<file path="config.mk">
export PLATFORM = sky130hd
export DESIGN_NAME = link_irq_agg
export DESIGN_NICKNAME = d
export VERILOG_FILES = /design/src/rtl/lia_pkg.sv /design/src/rtl/lia_lem_cnt.sv /design/src/rtl/lia_cond.sv /design/src/rtl/link_irq_agg.sv
export SDC_FILE = /design/constraint.sdc
export NUM_CORES = 1
export LEC_CHECK = 0
export BUFFER_PORTS_ARGS = -buffer_cell sky130_fd_sc_hd__buf_2
export CORE_ASPECT_RATIO = 0.75
export CORE_MARGIN = 2
export CORE_UTILIZATION = 40
export DETAILED_ROUTE_END_ITERATION = 8
export GPL_ROUTABILITY_DRIVEN = 0
export REMOVE_ABC_BUFFERS = 1
export SYNTH_ARGS = -nofsm -noshare
export SYNTH_HDL_FRONTEND = slang
export SYNTH_HIERARCHICAL = 1
export SYNTH_SLANG_ARGS = --single-unit
</file>
<file path="constraint.sdc">
create_clock -name clk -period 2.6 [get_ports clk]
set_input_delay 0.26 -clock clk [delete_from_list [all_inputs] [get_ports clk]]
set_output_delay 0.26 -clock clk [all_outputs]
set_load 0.01 [all_outputs]
</file>
<file path="src/rtl/lia_pkg.sv">
package lia_pkg;
  typedef enum logic [2:0] {
    A_STAT  = 3'd0,
    A_CNT   = 3'd1,
    A_CONDA = 3'd2,
    A_MASKA = 3'd3,
    A_CONDB = 3'd4,
    A_MASKB = 3'd5,
    A_USER  = 3'd6,
    A_IEN   = 3'd7
  } reg_addr_e;

  localparam int STAT_LEM  = 4;
  localparam int STAT_CA   = 5;
  localparam int STAT_CB   = 6;
  localparam int STAT_USER = 7;
  localparam int SENSE_W   = 2;
endpackage

</file>
<file path="src/rtl/lia_lem_cnt.sv">
module lia_lem_cnt #(
  parameter int W = 8
) (
  input  logic         clk,
  input  logic         rst,
  input  logic         load,
  input  logic [W-1:0] load_val,
  input  logic         dec,
  input  logic         clr,
  output logic [W-1:0] cnt,
  output logic         flag
);
  logic [W-1:0] cnt_q, cnt_d;
  logic         flag_q;

  always_comb begin
    cnt_d = cnt_q;
    if (load)                  cnt_d = load_val;
    else if (dec && cnt_q != '0) cnt_d = cnt_q - 1'b1;
  end

  always_ff @(posedge clk) begin
    if (rst) begin
      cnt_q  <= '0;
      flag_q <= 1'b1;
    end else begin
      cnt_q  <= cnt_d;
      flag_q <= (cnt_d == '0) ? 1'b1 : (flag_q & ~clr);
    end
  end

  assign cnt  = cnt_q;
  assign flag = flag_q;


  zero_sets_flag_chk: assert property (@(posedge clk) disable iff (rst)
    (cnt_q == '0) |-> flag_q);

  no_wrap_chk: assert property (@(posedge clk) disable iff (rst)
    (cnt_q == '0 && !load) |=> (cnt_q == '0));

  dec_step_chk: assert property (@(posedge clk) disable iff (rst)
    (dec && !load && cnt_q != '0) |=> (cnt_q == $past(cnt_q) - 1'b1));
endmodule

</file>
<file path="src/rtl/lia_cond.sv">
module lia_cond #(
  parameter int W = 8
) (
  input  logic         clk,
  input  logic         rst,
  input  logic [W-1:0] evt,
  input  logic         clr_wr,
  input  logic         mask_wr,
  input  logic [W-1:0] wval,
  output logic [W-1:0] cond,
  output logic [W-1:0] mask,
  output logic         hit
);
  logic [W-1:0] cond_q, mask_q;

  always_ff @(posedge clk) begin
    if (rst) begin
      cond_q <= '0;
      mask_q <= '0;
    end else begin
      cond_q <= (cond_q & ~(clr_wr ? wval : '0)) | evt;
      if (mask_wr) mask_q <= wval;
    end
  end

  assign cond = cond_q;
  assign mask = mask_q;
  assign hit  = |(cond_q & mask_q);


  evt_sticks_chk: assert property (@(posedge clk) disable iff (rst)
    (evt != '0) |=> ((cond_q & $past(evt)) == $past(evt)));

  masked_off_chk: assert property (@(posedge clk) disable iff (rst)
    (mask_q == '0) |-> !hit);
endmodule

</file>
<file path="src/rtl/link_irq_agg.sv">
module link_irq_agg #(
  parameter int DW     = 8,
  parameter int COND_W = 8
) (
  input  logic              clk,
  input  logic              rst,
  input  logic              reg_wr,
  input  logic [2:0]        reg_addr,
  input  logic [DW-1:0]     reg_wdata,
  output logic [DW-1:0]     reg_rdata,
  input  logic              err_pulse,
  input  logic [COND_W-1:0] rca_evt,
  input  logic [COND_W-1:0] rcb_evt,
  output logic              irq
);
  import lia_pkg::*;

  localparam int NCOND = 2;

  logic [DW-1:0]      cnt;
  logic               lem_flag;
  logic [COND_W-1:0]  evt_a [NCOND];
  logic [COND_W-1:0]  cond_a [NCOND];
  logic [COND_W-1:0]  mask_a [NCOND];
  logic [NCOND-1:0]   cond_hit;
  logic [SENSE_W-1:0] sense_q;
  logic [3:0]         ien_q;
  logic [DW-1:0]      stat, rd_d;
  logic [DW-1:0]      rdata_q;
  logic               irq_q;

  wire wr_stat = reg_wr && (reg_addr == A_STAT);
  wire wr_cnt  = reg_wr && (reg_addr == A_CNT);

  lia_lem_cnt #(.W(DW)) u_lem (
    .clk(clk), .rst(rst), .load(wr_cnt), .load_val(reg_wdata),
    .dec(err_pulse), .clr(wr_stat && reg_wdata[STAT_LEM]),
    .cnt(cnt), .flag(lem_flag)
  );

  assign evt_a[0] = rca_evt;
  assign evt_a[1] = rcb_evt;

  for (genvar g = 0; g < NCOND; g++) begin : g_cond
    localparam logic [2:0] CADDR = 3'(A_CONDA + 2 * g);
    localparam logic [2:0] MADDR = 3'(A_MASKA + 2 * g);
    lia_cond #(.W(COND_W)) u_cond (
      .clk(clk), .rst(rst), .evt(evt_a[g]),
      .clr_wr(reg_wr && reg_addr == CADDR),
      .mask_wr(reg_wr && reg_addr == MADDR),
      .wval(reg_wdata[COND_W-1:0]),
      .cond(cond_a[g]), .mask(mask_a[g]), .hit(cond_hit[g])
    );
  end

  always_ff @(posedge clk) begin
    if (rst) begin
      sense_q <= '0;
      ien_q   <= '0;
    end else if (reg_wr) begin
      if (reg_addr == A_USER) sense_q <= reg_wdata[SENSE_W-1:0];
      if (reg_addr == A_IEN)  ien_q   <= reg_wdata[7:4];
    end
  end

  always_comb begin
    stat = '0;
    stat[STAT_LEM]  = lem_flag;
    stat[STAT_CA]   = cond_hit[0];
    stat[STAT_CB]   = cond_hit[1];
    stat[STAT_USER] = |sense_q;
  end

  always_comb begin
    rd_d = '0;
    case (reg_addr)
      A_STAT:  rd_d = stat;
      A_CNT:   rd_d = cnt;
      A_CONDA: rd_d = DW'(cond_a[0]);
      A_MASKA: rd_d = DW'(mask_a[0]);
      A_CONDB: rd_d = DW'(cond_a[1]);
      A_MASKB: rd_d = DW'(mask_a[1]);
      A_USER:  rd_d = DW'(sense_q);
      default: rd_d = {ien_q, {(DW-4){1'b0}}};
    endcase
  end

  always_ff @(posedge clk) begin
    if (rst) begin
      rdata_q <= '0;
      irq_q   <= 1'b0;
    end else begin
      rdata_q <= rd_d;
      irq_q   <= |(stat[7:4] & ien_q);
    end
  end

  assign reg_rdata = rdata_q;
  assign irq       = irq_q;


  irq_gated_chk: assert property (@(posedge clk) disable iff (rst)
    (ien_q == '0) |=> !irq);

  sense_idle_chk: assert property (@(posedge clk) disable iff (rst)
    (sense_q == '0) |-> !stat[STAT_USER]);

  low_nibble_chk: assert property (@(posedge clk) disable iff (rst)
    (reg_addr == A_STAT) |=> (reg_rdata[3:0] == 4'h0));
endmodule

</file>
==> impl_metrics.yaml, run 1 <==
yosys:
  async_flop_share_pct: 0
  synth_area_leaders: "dfxtp_1 39%, mux2i_1 10%, nor2_1 6.1%, o21ba_2 5.5%, a21boi_0 4.2%"
  ys_seq_area_share_pct: 38.8
  netlist_instances: 310
  ys_types: 54
  synth_area_um2: 2890
  synth_area_per_cell_um2: 9.32
  yosys_warnings: 6
  synth_top_area_share_pct: 38.8
  ys.flop_type: "dfxtp_1"
  synth.most_common_cell: "dfxtp_1"
  synth_commonest_cells: "56 x dfxtp_1, 47 x nor2_1, 29 x mux2i_1, 16 x a21boi_0, 16 x o21ba_2"
  yosysTopAreaCell: "dfxtp_1"
  synth.ff_latch_count: 56
  synth_edf_count: 0
floorplan:
  die-area_um2: 7930
  rows: 26
  initial_core_util_pct: 41.9
  num_io_pins: 40
  die_y_um: 77.6
  core_um2: 6900
  die_w_um: 102
clocking:
  hold_buffers: 0
  htreeDepth: 2
  cts_root_buf: "clkbuf_8"
  clk-insertion-delay-late_ns: 0.31
  cts_tree: "built"
  cts.sink_count: 56
  path_clk_slew_ns: 0.10
  cts_made_buffers: 5
  clockBufferDepth: 2
  post_cts_resized: 0
  postCtsSetupBuffers: 0
timing:
  period_minus_slack_ns: 2.30
  finalHoldViolCount: 0
  slew_viol_final: 0
  max_freq_ghz: 0.435
  fin_setup_tns_ns: 0
  fin_crit_sh_pct: 88.5
  rsz0062_at_grt: "false"
  setup_viol: 0
  skew_ns: 0.00742
  setup_slack_ns: 0.299
  slew_headroom_pct: 65.2
  tightest_slew_ns: 0.522
cells_and_area:
  area_growth_pct: 12.6
  drive_gt1_share_pct: 23.7
  multi_input_area_um2: 1620
  nets: 382
  fillers: 712
  register_area_um2: 1120
  num_antenna_cells: 0
route:
  vias: 2533
  wl_per_cell_um: 17.3
  drcViolationCount: 0
  drt-vias-per-instance: 5.65
  drtIter0Drc: 139
  routed_wl_um: 7730
  first_pass_iters: 4
  drtAntennaViolNets: 0
worst_setup_path:
  start_kind: "flop"
  r2r-end: "u_lem/flag"
  end_kind: "flop"
  crit_required_ns: 2.81
  cp.arrival_ns: 2.51
  path_class: "flop to flop"
  r2r_start: "u_lem/cnt[0]"
  r2r_cells: 7
  critical_path_peak_fanout: 6
  rrSetupSlack_ns: 0.30
global_routing:
  grt_antenna_before_repair: 0
  grt_use_total_pct: 20.5
  grt_pass1_vias: 2425
  grt_start_max_net_pins: 30
  grt_pass1_wl_um: 12700
  overflow: 0
power:
  p_int_w: 0.00155
  swShare_pct: 35.0
  power.density_nw_per_um2: 732
  leakagePower_nw: 1.31
  clockPowerShare_pct: 21.4
  peakVddDrop_mv: 0.310
  pwr-share-comb_pct: 33.1
  power.switching_w: 0.000834
  p_seq_share_pct: 45.5
place:
  dp_hpwl_um: 5590
  port_buffers: 39
  post-place-ws_ns: 0.326
run:
  cap_violations: 0
min_path:
  hp-class: "input port to flop"
  min-delay-start: "rca_evt[6]"
  whs_path_depth: 2
  hold_end: "g_cond[0].u_cond/cond[6]"
run_status:
  status: "completed"
per-layer routing:
metal | GRT usage (%) | up-vias | wire length (um)
li1 | - | 1224 | -
met1 | 31.2 | 1211 | 3940
met2 | 29.5 | 86 | 3190
met3 | 4.14 | 12 | 495
met4 | 4.93 | 0 | 100
met5 | 0 | - | 0
registers in the layout, indices dropped and copies added (netlist names):
| name | flops |
|---|---|
| u_lem/cnt | 8 |
| sense_q | 2 |
| u_lem/flag | 1 |
| ien_q | 4 |
| g_cond.u_cond/mask | 16 |
| reg_rdata | 8 |
| g_cond.u_cond/cond | 16 |
| irq | 1 |
power by group through the flow:
stage | combinational (W) | clock, W | sequential [W]
2_1_floorplan | 0.000569 | 0 | 0.00106
3_3_place_gp | 0.000764 | 0 | 0.00110
3_5_place_dp | 0.000769 | 0 | 0.00110
4_1_cts | 0.000775 | 0.000523 | 0.00108
5_1_grt | 0.000874 | 0.000566 | 0.00110
6_report | 0.000788 | 0.000510 | 0.00108
worst max-delay path by stage:
stage / to / slack (ns) / cells after the start / from
floorplan: u_lem/flag / 0.11 / 6 / reg_wr
global placement: u_lem/flag / 0.39 / 7 / u_lem/cnt[0]
detailed placement: u_lem/flag / 0.33 / 7 / u_lem/cnt[0]
CTS: u_lem/flag / 0.32 / 7 / u_lem/cnt[0]
global route: u_lem/flag / 0.14 / 7 / u_lem/cnt[0]
finish: u_lem/flag / 0.30 / 7 / u_lem/cnt[0]
per-stage QoR:
step	cell area, um^2	power, W	hold WS [ns]	util (%)	instances
final	3250	0.00238	0.163	47.2	448
after global routing	3250	0.00254	0.156	47.2	448
after floorplan	2760	0.00163	0.328	-	293
after CTS	3250	0.00238	0.158	47.2	448
after detailed placement	3160	0.00187	0.488	45.8	440
after global placement	3160	0.00186	0.485	45.8	440
cells by family after synthesis:
group	synth area share (%)
AND/OR/NAND/NOR	17.1
multiplexers	12.0
adder cells (fa/ha/maj)	0.866
buffers and inverters	5.24
flip-flops	38.8
AO/OA/AOI/OAI	26.0
worst max-delay path: stages (launching register included):
cell and delay (ns):
dfxtp_1 0.36, inv_1 0.12, ha_1 0.22, or4b_4 0.51
or4_4 0.50, nand3_1 0.10, a221oi_1 0.06, a311o_1 0.32
layout by cell type, fill, tap and decap left out, types with 2 or more instances in the layout:
cell type,netlist,final
nor4b_1,2,2
a21o_1,2,2
nand4_1,5,5
nor2b_1,3,3
nor3_1,6,5
buf_4,2,10
nand2_1,10,10
dfxtp_1,56,56
nand3_1,2,2
o21ba_2,16,16
mux2_2,5,5
nor3b_1,2,2
a21boi_0,16,16
mux2i_1,29,29
a211oi_1,7,7
inv_1,6,6
a21oi_1,14,14
a22oi_1,11,11
clkbuf_8,0,6
buf_2,4,39
a221oi_1,4,4
and2_1,4,4
o21ai_0,7,7
o22a_1,2,2
a31oi_1,4,4
ha_1,2,2
a2111oi_0,2,2
nor2_1,47,47
nand2b_1,6,6
area by class of cell:
type | count | area share (%)
Inverter | 6 | 0.693
Multi-Input combinational cell | 231 | 49.9
Tap cell | 98 | 3.77
Clock buffer | 7 | 2.65
Clock inverter | 1 | 0.231
Sequential cell | 56 | 34.5
Timing Repair Buffer | 49 | 8.31
Power figures use the tool's default switching activity.
==> inputs of run 2 (changes only) <==
Settings changed: ABC_CLOCK_PERIOD_IN_PS set to 2600, PLACE_DENSITY set to 0.59, SKIP_LAST_GASP set to 1.
==> run 2 against run 1 <==
  * Design area is 0.73% lower
  * Highest routed layer unchanged
  * Die area stayed put
  * Setup slack better by 0.013 ns
  * Clock-buffer cell count is 1 lower
  * First-iteration DRC count is 53% higher
  * Wire length is 3.1% lower
  * Flip-flop and latch count stayed put
  * Sequential share of layout area is 0.25 points higher
  * Clock skew is 0.0013 ns lower
  * Via count hardly changed
  * Register-to-register slack hardly changed
  * Global-route usage is 0.84 points lower
==> impl_metrics.yaml, run 2 (same netlist as run 1, synthesis figures left out) <==
run_status:
  status: "completed"
global_routing:
  met2_usage_pct: 27.2
  grt_use_met3_pct: 4.14
  grt_pass1_wl_um: 12200
  met1_usage_pct: 30.3
  grt_start_max_net_pins: 55
  grt_use_total_pct: 19.7
  grt_antenna_before_repair: 0
  grt_pass1_vias: 2344
  grt.busiest_layer: "met1"
  overflow: 0
power:
  peakVddDrop_mv: 0.307
  p_int_w: 0.00151
  swShare_pct: 34.6
  clockPowerShare_pct: 19.8
  leakagePower_nw: 1.30
  pwr-share-comb_pct: 33.6
  p_seq_share_pct: 46.6
  power_w: 0.00231
  power.switching_w: 0.000800
  power.density_nw_per_um2: 716
place:
  dp_hpwl_um: 5380
  placed_cells: 439
  post-place-ws_ns: 0.335
  port_buffers: 39
worst_setup_path:
  rrSetupSlack_ns: 0.31
  cp.arrival_ns: 2.54
  r2r_cells: 7
  r2r-end: "u_lem/flag"
  critical_path_peak_fanout: 6
  r2r_start: "u_lem/cnt[0]"
  path_class: "flop to flop"
  end_kind: "flop"
  start_kind: "flop"
  crit_required_ns: 2.85
timing:
  rsz0062_at_grt: "false"
  fin_crit_sh_pct: 88.0
  slew_headroom_pct: 36.3
  skew_ns: 0.00613
  setup_viol: 0
  tightest_slew_ns: 0.956
  slew_viol_final: 0
  finalHoldViolCount: 0
  fin_setup_tns_ns: 0
  period_minus_slack_ns: 2.29
  max_freq_ghz: 0.437
  setup_slack_ns: 0.312
route:
  routed_wl_um: 7490
  vias: 2535
  drtAntennaViolNets: 0
  first_pass_iters: 5
  drtIter0Drc: 212
  drcViolationCount: 0
  wl_per_cell_um: 16.8
  drt-vias-per-instance: 5.68
cells_and_area:
  drive_gt1_share_pct: 23.3
  area_growth_pct: 11.7
  register_area_um2: 1120
  nets: 381
  multi_input_area_um2: 1620
  num_antenna_cells: 0
  layout_common_cells: "56 x dfxtp_1, 47 x nor2_1, 39 x buf_2"
  fillers: 708
  layoutNonFillerInstCount: 446
  layout_commonest_cell: "dfxtp_1"
clocking:
  cts_made_buffers: 5
  postCtsSetupBuffers: 0
  cts.sink_count: 56
  hold_buffers: 0
  post_cts_resized: 0
  cts_root_buf: "clkbuf_8"
  clockBufferDepth: 2
  clk-insertion-delay-late_ns: 0.31
  cts_tree: "built"
  path_clk_slew_ns: 0.09
  htreeDepth: 2
min_path:
  hp-class: "input port to flop"
  whs_path_depth: 2
  hold_end: "g_cond[0].u_cond/cond[4]"
  min-delay-start: "rca_evt[4]"
floorplan:
  initial_core_util_pct: 41.9
  core_um2: 6900
  num_io_pins: 40
  die-area_um2: 7930
  rows: 26
  die_w_um: 102
  die_y_um: 77.6
run:
  cap_violations: 0
## run 2: changes by cell type in the layout (fill, tap and decap cells not counted), sizes merged
cell      before  now
buf           49   48
clkinvlp       1    0
clkinv         0    1
clkbuf         7    6
## run 2: through the flow
| step | utilization, % | hold WS (ns) | cell area [um^2] |
|---|---|---|---|
| floorplan | - | 0.328 | 2760 |
| global placement | 45.7 | 0.486 | 3150 |
| detailed placement | 45.7 | 0.489 | 3150 |
| CTS | 46.8 | 0.152 | 3230 |
| global route | 46.8 | 0.154 | 3230 |
| finish | 46.8 | 0.166 | 3230 |
## run 2: how the worst max path moves through the flow
stage,end,start,cells past startpoint
floorplan,u_lem/flag,reg_wr,6
global placement,u_lem/flag,u_lem/cnt[0],7
detailed placement,u_lem/flag,u_lem/cnt[0],7
CTS,u_lem/flag,u_lem/cnt[0],7
global route,u_lem/flag,u_lem/cnt[0],7
finish,u_lem/flag,u_lem/cnt[0],7
## run 2: power by group through the flow
stage	Clock [W]	Sequential, W	Combinational, W
3_5_place_dp	0	0.00109	0.000763
2_1_floorplan	0	0.00106	0.000569
5_1_grt	0.000513	0.00110	0.000856
6_report	0.000457	0.00108	0.000777
3_3_place_gp	0	0.00109	0.000766
4_1_cts	0.000480	0.00107	0.000771
## run 2: critical path, stage by stage, from the launching register on
cell	delay [ns]
dfxtp_1	0.36
inv_1	0.11
ha_1	0.21
nor4b_1	0.42
a2111oi_0	0.19
a211oi_1	0.30
nor4bb_1	0.42
a311o_1	0.21
## run 2: layer usage
layer / share of wire (%) / routed length (um)
met5: 0 / 0
met4: 1.4 / 108
met3: 6.6 / 493
met2: 40 / 3020
met1: 52 / 3870
## run 2: final cells by class
| cell class | instances | share of cell area [%] |
|---|---|---|
| Sequential cell | 56 | 34.7 |
| Inverter | 6 | 0.698 |
| Clock buffer | 6 | 2.25 |
| Clock inverter | 1 | 0.155 |
| Timing Repair Buffer | 48 | 8.14 |
| Tap cell | 98 | 3.80 |
| Multi-Input combinational cell | 231 | 50.2 |
==> inputs of run 3 (changes only) <==
Settings changed: GPL_ROUTABILITY_DRIVEN 0 to unset, PLACE_DENSITY 0.59 to unset, PLACE_DENSITY_LB_ADDON set to 0.2.
==> run 3 against run 2 <==
  * Maximum frequency grew 0.58%
  * Power up 8.9%
  * Register-to-register slack barely moved
  * Clock power up 45%
  * Flip-flop and latch count unchanged
  * First-iteration DRC count decreased by 27%
  * Final cell count fell by 0.22%
  * Critical endpoint unchanged
  * Highest routed layer unchanged
==> impl_metrics.yaml, run 3 (same netlist as run 1, synthesis figures left out) <==
clocking:
  htreeDepth: 2
  path_clk_slew_ns: 0.10
  cts.sink_count: 56
  clk-insertion-delay-late_ns: 0.31
  clockBufferDepth: 2
  postCtsSetupBuffers: 0
  cts_made_buffers: 5
  cts_root_buf: "clkbuf_8"
  post_cts_resized: 0
  cts_tree: "built"
  hold_buffers: 0
floorplan:
  num_io_pins: 40
  die-area_um2: 7930
  die_y_um: 77.6
  rows: 26
  die_w_um: 102
  initial_core_util_pct: 41.9
  core_um2: 6900
global_routing:
  grt_use_total_pct: 20.2
  overflow: 0
  grt_pass1_wl_um: 12500
  grt_antenna_before_repair: 0
  grt_pass1_vias: 2420
  grt_start_max_net_pins: 55
timing:
  rsz0062_at_grt: "false"
  slew_viol_final: 0
  slew_headroom_pct: 36.7
  finalHoldViolCount: 0
  fin_crit_sh_pct: 87.5
  setup_viol: 0
  max_freq_ghz: 0.440
  period_minus_slack_ns: 2.27
  tightest_slew_ns: 0.950
  skew_ns: 0.00699
  fin_setup_tns_ns: 0
cells_and_area:
  area_growth_pct: 13.3
  fillers: 738
  layout_commonest_cell: "dfxtp_1"
  design_area_um2: 3270
  drive_gt1_share_pct: 23.3
  num_antenna_cells: 0
  nets: 380
  layout_common_cells: "56 x dfxtp_1, 47 x nor2_1, 39 x buf_2"
place:
  port_buffers: 39
  place_area_um2: 3140
  gp_congestion: 0.827
  dp_hpwl_um: 5390
worst_setup_path:
  r2r_cells: 7
  cp.arrival_ns: 2.47
  crit_start: "u_lem/cnt[0]"
  rrSetupSlack_ns: 0.33
  end_kind: "flop"
  start_kind: "flop"
  critPathSlowestCell: "or4b_4"
  critical_path_peak_fanout: 6
  max_stage_delay_ns: 0.50
  crit_required_ns: 2.80
  path_cells: "inv_1 > ha_1 > or4b_4 > or4_4 > nand3_1 > a221oi_1 > a311o_1"
  r2r_start: "u_lem/cnt[0]"
  path_class: "flop to flop"
  r2r-end: "u_lem/flag"
power:
  power.density_nw_per_um2: 769
  peakVddDrop_mv: 0.329
  leakagePower_nw: 1.32
route:
  vias: 2484
  drt-vias-per-instance: 5.58
  drcViolationCount: 0
  drtIter0Drc: 155
  first_pass_iters: 4
  wl_per_cell_um: 16.9
  drtAntennaViolNets: 0
  routed_wl_um: 7540
min_path:
  hp-class: "input port to flop"
  min-delay-start: "rcb_evt[6]"
  whs_path_depth: 2
  hold_end: "g_cond[1].u_cond/cond[6]"
run_status:
  status: "completed"
run:
  cap_violations: 0
run 3: cell count changes in the layout (fill, tap and decap cells not counted):
| cell | before | now |
|---|---|---|
| buf_4 | 9 | 8 |
| clkinv_2 | 1 | 0 |
| bufinv_16 | 0 | 2 |
| clkbuf_1 | 1 | 0 |
run 3: worst max path at each step:
stage / slack [ns] / depth (start not counted) / end
2_1_floorplan: 0.11 / 6 / u_lem/flag
3_3_place_gp: 0.38 / 7 / u_lem/flag
3_5_place_dp: 0.36 / 7 / u_lem/flag
4_1_cts: 0.34 / 7 / u_lem/flag
5_1_grt: 0.14 / 7 / u_lem/flag
6_report: 0.33 / 7 / u_lem/flag
run 3: report_power, final:
group          switching, W  internal, W
logic              0.000404     0.000378
clock network      0.000282     0.000379
registers          0.000125     0.000950
run 3: layer usage:
layer	routed length [um]	track usage, %
met5	0	0
met4	82	5.07
met3	360	3.06
met2	3280	30.7
met1	3810	29.8
run 3: critical path: cells and delay by family (launching register included):
kind,cells,cell delay (ns)
buffers and inverters,1,0.12
AO/OA/AOI/OAI,2,0.38
adder cells (fa/ha/maj),1,0.21
flip-flops,1,0.36
AND/OR/NAND/NOR,3,1.10
run 3: metrics by stage:
| stage | total power [W] | utilization (%) | std cells | hold WS (ns) | setup WS, ns |
|---|---|---|---|---|---|
| after floorplan | 0.00163 | - | 293 | 0.328 | 0.111 |
| after global placement | 0.00185 | 45.6 | 438 | 0.486 | 0.380 |
| after detailed placement | 0.00185 | 45.6 | 438 | 0.489 | 0.362 |
| after CTS | 0.00253 | 47.4 | 445 | 0.159 | 0.339 |
| after global routing | 0.00267 | 47.4 | 445 | 0.162 | 0.142 |
| final | 0.00252 | 47.4 | 445 | 0.166 | 0.325 |
run 3: layout make-up:
cell class | instances | area (um^2) | area share, %
clock buffer | 5 | 68.8 | 2.10
multi-input combinational | 231 | 1620 | 49.6
inverter | 6 | 22.5 | 0.688
sequential | 56 | 1120 | 34.3
clock inverter | 2 | 60.1 | 1.84
tap | 98 | 123 | 3.75
timing repair buffer | 47 | 255 | 7.80
